==> src/rtl/srcnt_pkg.sv <==
`timescale 1ns/1ps
package srcnt_pkg;

    // Fixed state codes; 2'b10 is the spare code and steers back to idle
    typedef enum logic [1:0] {
        ST_IDLE  = 2'b00,
        ST_RUN   = 2'b01,
        ST_SPARE = 2'b10,
        ST_FLAG  = 2'b11
    } state_e;

    typedef struct packed {
        logic clr;
        logic inc;
    } cnt_cmd_t;

    typedef struct packed {
        logic bit_load;
        logic done_clr;
        logic done_set;
    } flag_cmd_t;

    typedef struct packed {
        logic bit_flag;
        logic done_flag;
    } flag_regs_t;

endpackage

==> src/rtl/srcnt_ctrl.sv <==
`timescale 1ns/1ps
module srcnt_ctrl
    import srcnt_pkg::*;
(
    input  logic      clk_i,
    input  logic      rst_ni,
    input  logic      start_i,
    input  logic      term_hi_i,
    input  logic      term_lo_i,
    output state_e    state_o,
    output cnt_cmd_t  cnt_cmd_o,
    output flag_cmd_t flag_cmd_o
);

    state_e state_d, state_q;

    always_comb begin
        state_d    = state_q;
        cnt_cmd_o  = '0;
        flag_cmd_o = '0;
        case (state_q)
            ST_IDLE: begin
                if (start_i) begin
                    cnt_cmd_o.clr       = 1'b1;
                    flag_cmd_o.done_clr = 1'b1;
                    state_d             = ST_RUN;
                end
            end
            ST_RUN: begin
                cnt_cmd_o.inc       = 1'b1;
                flag_cmd_o.bit_load = 1'b1;
                if (term_hi_i && term_lo_i) begin
                    state_d = ST_FLAG;
                end
            end
            ST_FLAG: begin
                flag_cmd_o.done_set = 1'b1;
                state_d             = ST_IDLE;
            end
            default: begin
                state_d = ST_IDLE;
            end
        endcase
    end

    always_ff @(posedge clk_i or negedge rst_ni) begin
        if (!rst_ni) begin
            state_q <= ST_IDLE;
        end else begin
            state_q <= state_d;
        end
    end

    assign state_o = state_q;

endmodule

==> src/rtl/srcnt_counter.sv <==
`timescale 1ns/1ps
module srcnt_counter
    import srcnt_pkg::*;
#(
    parameter int CNT_W = 4
) (
    input  logic             clk_i,
    input  logic             rst_ni,
    input  cnt_cmd_t         cmd_i,
    output logic [CNT_W-1:0] count_o
);

    localparam logic [CNT_W-1:0] ONE = CNT_W'(1);

    logic [CNT_W-1:0] count_d, count_q;

    always_comb begin
        count_d = count_q;
        if (cmd_i.clr) begin
            count_d = '0;
        end else if (cmd_i.inc) begin
            count_d = count_q + ONE;
        end
    end

    always_ff @(posedge clk_i or negedge rst_ni) begin
        if (!rst_ni) begin
            count_q <= '0;
        end else begin
            count_q <= count_d;
        end
    end

    assign count_o = count_q;

endmodule

==> src/rtl/srcnt_flags.sv <==
`timescale 1ns/1ps
module srcnt_flags
    import srcnt_pkg::*;
(
    input  logic      clk_i,
    input  logic      rst_ni,
    input  flag_cmd_t cmd_i,
    input  logic      bit_src_i,
    output logic      bit_flag_o,
    output logic      done_flag_o
);

    flag_regs_t flags_d, flags_q;

    always_comb begin
        flags_d = flags_q;
        if (cmd_i.bit_load) begin
            flags_d.bit_flag = bit_src_i;
        end
        if (cmd_i.done_clr) begin
            flags_d.done_flag = 1'b0;
        end else if (cmd_i.done_set) begin
            flags_d.done_flag = 1'b1;
        end
    end

    always_ff @(posedge clk_i or negedge rst_ni) begin
        if (!rst_ni) begin
            flags_q <= '0;
        end else begin
            flags_q <= flags_d;
        end
    end

    assign bit_flag_o  = flags_q.bit_flag;
    assign done_flag_o = flags_q.done_flag;

endmodule

==> src/rtl/startrun_counter.sv <==
`timescale 1ns/1ps
module startrun_counter
    import srcnt_pkg::*;
#(
    parameter int CNT_W   = 4,
    parameter int HI_POS  = 3,
    parameter int LO_POS  = 2
) (
    input  logic             clk_i,
    input  logic             rst_ni,
    input  logic             start_i,
    output logic [CNT_W-1:0] count_o,
    output logic             bit_flag_o,
    output logic             done_flag_o,
    output logic [1:0]       state_o
);

    state_e    state;
    cnt_cmd_t  cnt_cmd;
    flag_cmd_t flag_cmd;
    logic [CNT_W-1:0] count;

    srcnt_ctrl u_ctrl (
        .clk_i      (clk_i),
        .rst_ni     (rst_ni),
        .start_i    (start_i),
        .term_hi_i  (count[HI_POS]),
        .term_lo_i  (count[LO_POS]),
        .state_o    (state),
        .cnt_cmd_o  (cnt_cmd),
        .flag_cmd_o (flag_cmd)
    );

    srcnt_counter #(.CNT_W(CNT_W)) u_counter (
        .clk_i   (clk_i),
        .rst_ni  (rst_ni),
        .cmd_i   (cnt_cmd),
        .count_o (count)
    );

    srcnt_flags u_flags (
        .clk_i       (clk_i),
        .rst_ni      (rst_ni),
        .cmd_i       (flag_cmd),
        .bit_src_i   (count[LO_POS]),
        .bit_flag_o  (bit_flag_o),
        .done_flag_o (done_flag_o)
    );

    assign count_o = count;
    assign state_o = state;

endmodule

==> config.mk <==
export PLATFORM = sky130hd
export DESIGN_NAME = startrun_counter
export DESIGN_NICKNAME = d
export VERILOG_FILES = /design/src/rtl/srcnt_pkg.sv /design/src/rtl/srcnt_ctrl.sv /design/src/rtl/srcnt_counter.sv /design/src/rtl/srcnt_flags.sv /design/src/rtl/startrun_counter.sv
export SDC_FILE = /design/constraint.sdc
export NUM_CORES = 1
export LEC_CHECK = 0
export ABC_AREA = 1
export CAP_MARGIN = 20
export CORE_AREA = 5 5 42 44
export CTS_CLUSTER_SIZE = 14
export DETAILED_ROUTE_END_ITERATION = 10
export DIE_AREA = 0 0 47 49
export DONT_BUFFER_PORTS = 1
export SLEW_MARGIN = 30
export SYNTH_ARGS = -nofsm -noshare
export SYNTH_HDL_FRONTEND = slang
export SYNTH_SLANG_ARGS = --single-unit
==> constraint.sdc <==
create_clock -name clk_i -period 1.5 [get_ports clk_i]
set_clock_uncertainty 0.1 [all_clocks]
set_input_delay 0.3 -clock clk_i [delete_from_list [all_inputs] [get_ports clk_i]]
set_output_delay 0.3 -clock clk_i [all_outputs]
set_load 0.1 [all_outputs]
==> results of run 1 <==
## per-layer routing
| metal | share of wire | wire [um] | GRT usage |
|---|---|---|---|
| met1 | 0.45 | 330 | 0.104 |
| met2 | 0.43 | 321 | 0.0882 |
| met3 | 0.096 | 71 | 0.0406 |
| met4 | 0.023 | 17 | 0.0691 |
| met5 | 0 | 0 | 0 |
## cell families (layout without fill, tap and decap cells)
| group | Yosys count | after routing | share of synthesized area |
|---|---|---|---|
| DFF | 8 | 8 | 0.542 |
| xor gates and xnor gates | 1 | 1 | 0.0237 |
| adders and majority gates | 1 | 1 | 0.0339 |
| buffers and inverters | 5 | 15 | 0.0712 |
| AOI/OAI and AO/OA | 3 | 3 | 0.0610 |
| and+or+nand+nor | 20 | 20 | 0.268 |
## layout make-up
class / instances / area [um^2] / area share
clock buffer: 3 / 22.5 / 0.0465
inverter: 3 / 11.3 / 0.0233
multi-input combinational: 25 / 143 / 0.295
sequential: 8 / 205 / 0.424
tap: 16 / 20.0 / 0.0413
timing repair buffer: 9 / 82.6 / 0.171
## sequential cells by signal, summed over array words and instances, names as in the netlist
register / count
u_flags.done_flag_o: 1
u_ctrl.state_o: 2
u_flags.bit_flag_o: 1
u_counter.count_o: 4
## path summary, 6_finish.rpt
| check | endpoint | slack (ps) | cells past startpoint |
|---|---|---|---|
| setup / recovery | count_o[0] | 140 | 1 |
| hold / removal | u_ctrl.state_o[0] | 170 | 2 |
| setup reg to reg | u_counter.count_o[0] | 400 | 3 |
| hold reg to reg | u_flags.done_flag_o | 410 | 2 |
| max in group asynchronous | u_ctrl.state_o[0] | 720 | 1 |
| min in group asynchronous | u_counter.count_o[1] | 300 | 1 |
## through the flow
step,area (um^2),setup slack (ps),utilization
floorplan,374,149,-
global placement,452,410,0.322
detailed placement,452,409,0.322
CTS,484,124,0.346
global route,484,103,0.346
finish,484,139,0.346
## placed cells by master (no fill, tap or decap)
cell type	netlist	layout
dlygate4sd3_1	0	1
buf_4	2	7
xnor2_1	1	1
o21ai_0	1	1
o21ai_2	1	1
clkbuf_4	0	3
nand4_1	1	1
inv_1	1	1
dfrtp_1	8	4
buf_12	0	1
nor2_2	1	1
ha_1	1	1
inv_2	2	2
a21oi_2	1	1
nand2_1	9	9
nand3_1	5	5
nor2_1	1	1
nand2_4	1	1
nand2_2	2	2
dfrtp_2	0	4
==> metrics, run 1 <==
Final ANT Viol Nets=0; initial antenna violation count=0; final setup vio count=0; setup bufs post-CTS=0; Syn Nets=42; final worst-path cycle share=0.907; Largest stage delay, worst path=just under 400 ps; YS warnings=0; relative slew slack=0.754; number of synthesized flops with an enable pin=0; Worst Tran Pin Value=~370 ps; Post-DP HPWL=around 600 um; Async SR Flop Fraction=1.00; FILL cells=roughly 150; most common cell in the netlist=nand2_1; Main synth FF type=dfrtp_1; I/O Buffers=0; GP Congestion=between 0.7 and 0.8; routed len/inst=between 10 and 15 um; Placed Cells=60; total number of H-tree levels=1; Hold Path Origin=start_i; row count=14; Max Clk Rate=between 700 and 800 MHz; Final min period=1360 ps; ant diodes=0; kind of end point of the critical path=output pin; crit path kind=flop to output pin; Final #Nets=54; Gate Count Post-Synth=38; FF+latch count, synth=8; CTS Hold Bufs=1; first-pass GRT wire length=~1200 um; crit path max-delay cell type=dfrtp_2; Hold Path Class=input port to flop; hold_ws=168 ps; die area=2300 um^2; Final Hold Vio Count=0; CP max FO=4; startpoint class of the critical path=flop; Clock Tree Buf Depth=2; Vias=291; CTS root buf=clkbuf_4; number of global-route vias before repair=roughly 260; DRC Markers=0; Via-to-Cell Ratio=4.55; Die H=between 40 and 50 um; largest area contributor in the netlist=dfrtp_1; worst endpoint data arrival time=960 ps; I/O Pins=11; Avg Inst Size Synth=9.71 um^2; TNS Setup=0 ps; core area=1400 um^2; 1st-iter DRT viols=7; CTS tree=yes; all-layer global routing usage=0.0788; layout cells sized above 1=0.479; clk slew on worst S/H paths=roughly 50 ps; initial core utilization=0.263; area growth from synthesis to layout=31.2%; final std cells w/o fill=64; largest cells by area after synthesis=dfrtp_1 54%, nand2_1 9.2%, nand3_1 6.8%; 1st-pass router iterations=2; crit path from=u_counter.count_o[0]; max cap viols=0; Yosys cell types=16; crit path buf inv count=1; status=completed; Seq/Total Area, Yosys=0.542; Top delay family on crit path=flip-flops; area share of the largest cell type after synthesis=0.542; clk sink count=8; Die Span X=~47 um; clock latency at the later pin of the worst-skew pair=between 200 and 300 ps; RSZ-0062 raised after global routing=no; worst endpoint required time=approximately 1100 ps; Mapped Area=about 370 um^2; largest net degree at the start of global routing=9; r2r startpoint=u_counter.count_o[0]; Max Slew Vio Count=0; Post-synth top cells=9 x nand2_1, 8 x dfrtp_1, 5 x nand3_1; crit path cell chain=buf_4; Routed WL=roughly 740 um; Num CTS Buffers=3; post_cts resized=0; global route overflow=0
Power of run 1 is left out: the tool's default activity adds up to more than one toggle a clock period on the data nets, which glitch-free logic cannot reach.
==> run 2, diff against run 1 <==
--- a/config.mk
+++ b/config.mk
@@ -7,10 +7,10 @@
 export LEC_CHECK = 0
 export ABC_AREA = 1
 export CAP_MARGIN = 20
-export CORE_AREA = 5 5 42 44
+export CORE_AREA = 2 2 39 41
 export CTS_CLUSTER_SIZE = 14
 export DETAILED_ROUTE_END_ITERATION = 10
-export DIE_AREA = 0 0 47 49
+export DIE_AREA = 0 0 41 43
 export DONT_BUFFER_PORTS = 1
 export SLEW_MARGIN = 30
 export SYNTH_ARGS = -nofsm -noshare
==> run 2 against run 1 <==
  * Clock-buffer cell count grew 1
  * Global-route usage grew 2.7 points
  * Routed wire length shrank 7.0%
  * Via count shrank 2.1%
  * Worst hold slack lost 11 ps
  * Sequential cell count is the same
  * Cell count grew 1.6%
  * Non-clock buffer count is the same
  * Highest routed layer unchanged
==> metrics, run 2 (same netlist as run 1, synthesis figures left out) <==
status=completed (unchanged); I/O Pins=11 (unchanged); CTS root buf=clkbuf_4 (unchanged); I/O Buffers=0 (unchanged); crit path cell chain=buf_4 (unchanged); Hold Path Origin=start_i (unchanged); r2r startpoint=u_counter.count_o[0] (unchanged); Hold Path Class=input port to flop (unchanged); initial antenna violation count=0 (unchanged); row count=14 (unchanged); first-pass GRT wire length=1100 um (was 1210 um); Final ANT Viol Nets=0 (unchanged); routed len/inst=10.6 um (was 11.6 um); Reg2Reg Depth=3 (unchanged); 1st-iter DRT viols=5 (was 7); clk sink count=8 (unchanged); CP max FO=6 (was 4); footprint of the multi-input gates=143 um^2 (unchanged); CTS tree=yes (unchanged); Final Hold Vio Count=0 (unchanged); Max Clk Rate=708 MHz (was 735 MHz); Final #Nets=54 (unchanged); most frequent cells in the layout=9 x nand2_1, 8 x buf_4, 5 x nand3_1, 4 x dfrtp_2, 4 x dfrtp_1 (was 9 x nand2_1, 7 x buf_4, 5 x nand3_1, 4 x dfrtp_2, 4 x dfrtp_1); number of global-route vias before repair=248 (was 258); M1 WL=306 um (was 330 um); final worst-path cycle share=0.942 (was 0.907); Die Span X=41 um (was 47 um); TNS Setup=0 ps (unchanged); relative slew slack=0.752 (was 0.754); clock latency at the later pin of the worst-skew pair=260 ps (was 250 ps); post_cts resized=0 (unchanged); max cap viols=0 (unchanged); Hold EP=u_ctrl.state_o[0] (unchanged); Hold Path Stages=2 (unchanged); max layer used=met4 (unchanged); die area=1760 um^2 (was 2300 um^2); startpoint class of the critical path=flop (unchanged); largest net degree at the start of global routing=9 (unchanged); layout cells sized above 1=0.469 (was 0.479); crit path max-delay cell type=dfrtp_1 (was dfrtp_2); RSZ-0062 raised after global routing=no (unchanged); global route overflow=0 (unchanged); kind of end point of the critical path=output pin (unchanged); Reg area=205 um^2 (unchanged); WL met2=301 um (was 321 um); all-layer global routing usage=0.106 (was 0.0788); crit path kind=flop to output pin (unchanged); worst endpoint data arrival time=1010 ps (was 960 ps); Vias=285 (was 291); DR WL met3=66 um (was 71 um); 1st-pass router iterations=4 (was 2); crit path buf inv count=1 (unchanged); Worst R2R End=u_counter.count_o[0] (unchanged); Max Slew Vio Count=0 (unchanged); Largest stage delay, worst path=430 ps (was 390 ps); final setup vio count=0 (unchanged); initial core utilization=0.267 (was 0.263); Top delay family on crit path=flip-flops (unchanged); DRC Markers=0 (unchanged); most common cell after layout, fill and taps aside=nand2_1 (unchanged); ant diodes=0 (unchanged); Via-to-Cell Ratio=4.38 (was 4.55); Clock Tree Buf Depth=2 (unchanged); FILL cells=143 (was 152); clk slew on worst S/H paths=60 ps (was 50 ps); Final min period=1410 ps (was 1360 ps); GP Congestion=0.620 (was 0.718); area growth from synthesis to layout=28.8% (was 31.2%); Die H=43 um (was 49 um); Largest register FFs=4 (unchanged); worst endpoint required time=1100 ps (about the same); Num CTS Buffers=3 (unchanged); total number of H-tree levels=1 (unchanged); FF-to-FF setup slack=410 ps (was 400 ps); core area=1380 um^2 (was 1400 um^2); Routed WL=688 um (was 740 um); Worst Tran Pin Value=371 ps (was 368 ps)
-- run 2: changes by cell type in the layout (fill, tap and decap cells not counted), sizes merged --
cell    delta
clkbuf     +1
-- run 2: timing repair --
item                      CTS  global route
setup buffers               0             0
hold endpoints to repair    8             0
hold buffers                1             0
-- run 2: cell type report --
class / count / area share
Multi-Input combinational cell: 25 / 0.300
Tap cell: 16 / 0.0421
Clock buffer: 4 / 0.0553
Timing Repair Buffer: 9 / 0.147
Inverter: 3 / 0.0237
Sequential cell: 8 / 0.432
-- run 2: worst max-delay path by stage --
stage | slack [ps] | cells past startpoint | end | start
2_1_floorplan | 150 | 3 | u_counter.count_o[2] | u_counter.count_o[0]
3_3_place_gp | 370 | 1 | count_o[2] | u_counter.count_o[2]
3_5_place_dp | 370 | 1 | count_o[2] | u_counter.count_o[2]
4_1_cts | 80 | 1 | count_o[2] | u_counter.count_o[2]
5_1_grt | 30 | 1 | count_o[2] | u_counter.count_o[2]
6_report | 90 | 1 | count_o[2] | u_counter.count_o[2]
-- run 2: through the flow --
stage               setup WS, ps  cells  hold WS [ps]  utilization  instance area, um^2
floorplan                    149     38         -95.6            -                  374
detailed placement           366     60         -95.3        0.317                  439
finish                      87.5     65           157        0.344                  475
global route                32.5     65           147        0.344                  475
global placement             371     60         -95.4        0.317                  439
CTS                         79.7     65           150        0.344                  475
-- run 2: layer usage --
metal,vias to the layer above,global-route usage
met4,0,0.0800
met1,126,0.122
li1,143,-
met3,4,0.0785
met5,-,0
met2,12,0.128
Power of run 2 is left out for the same reason.
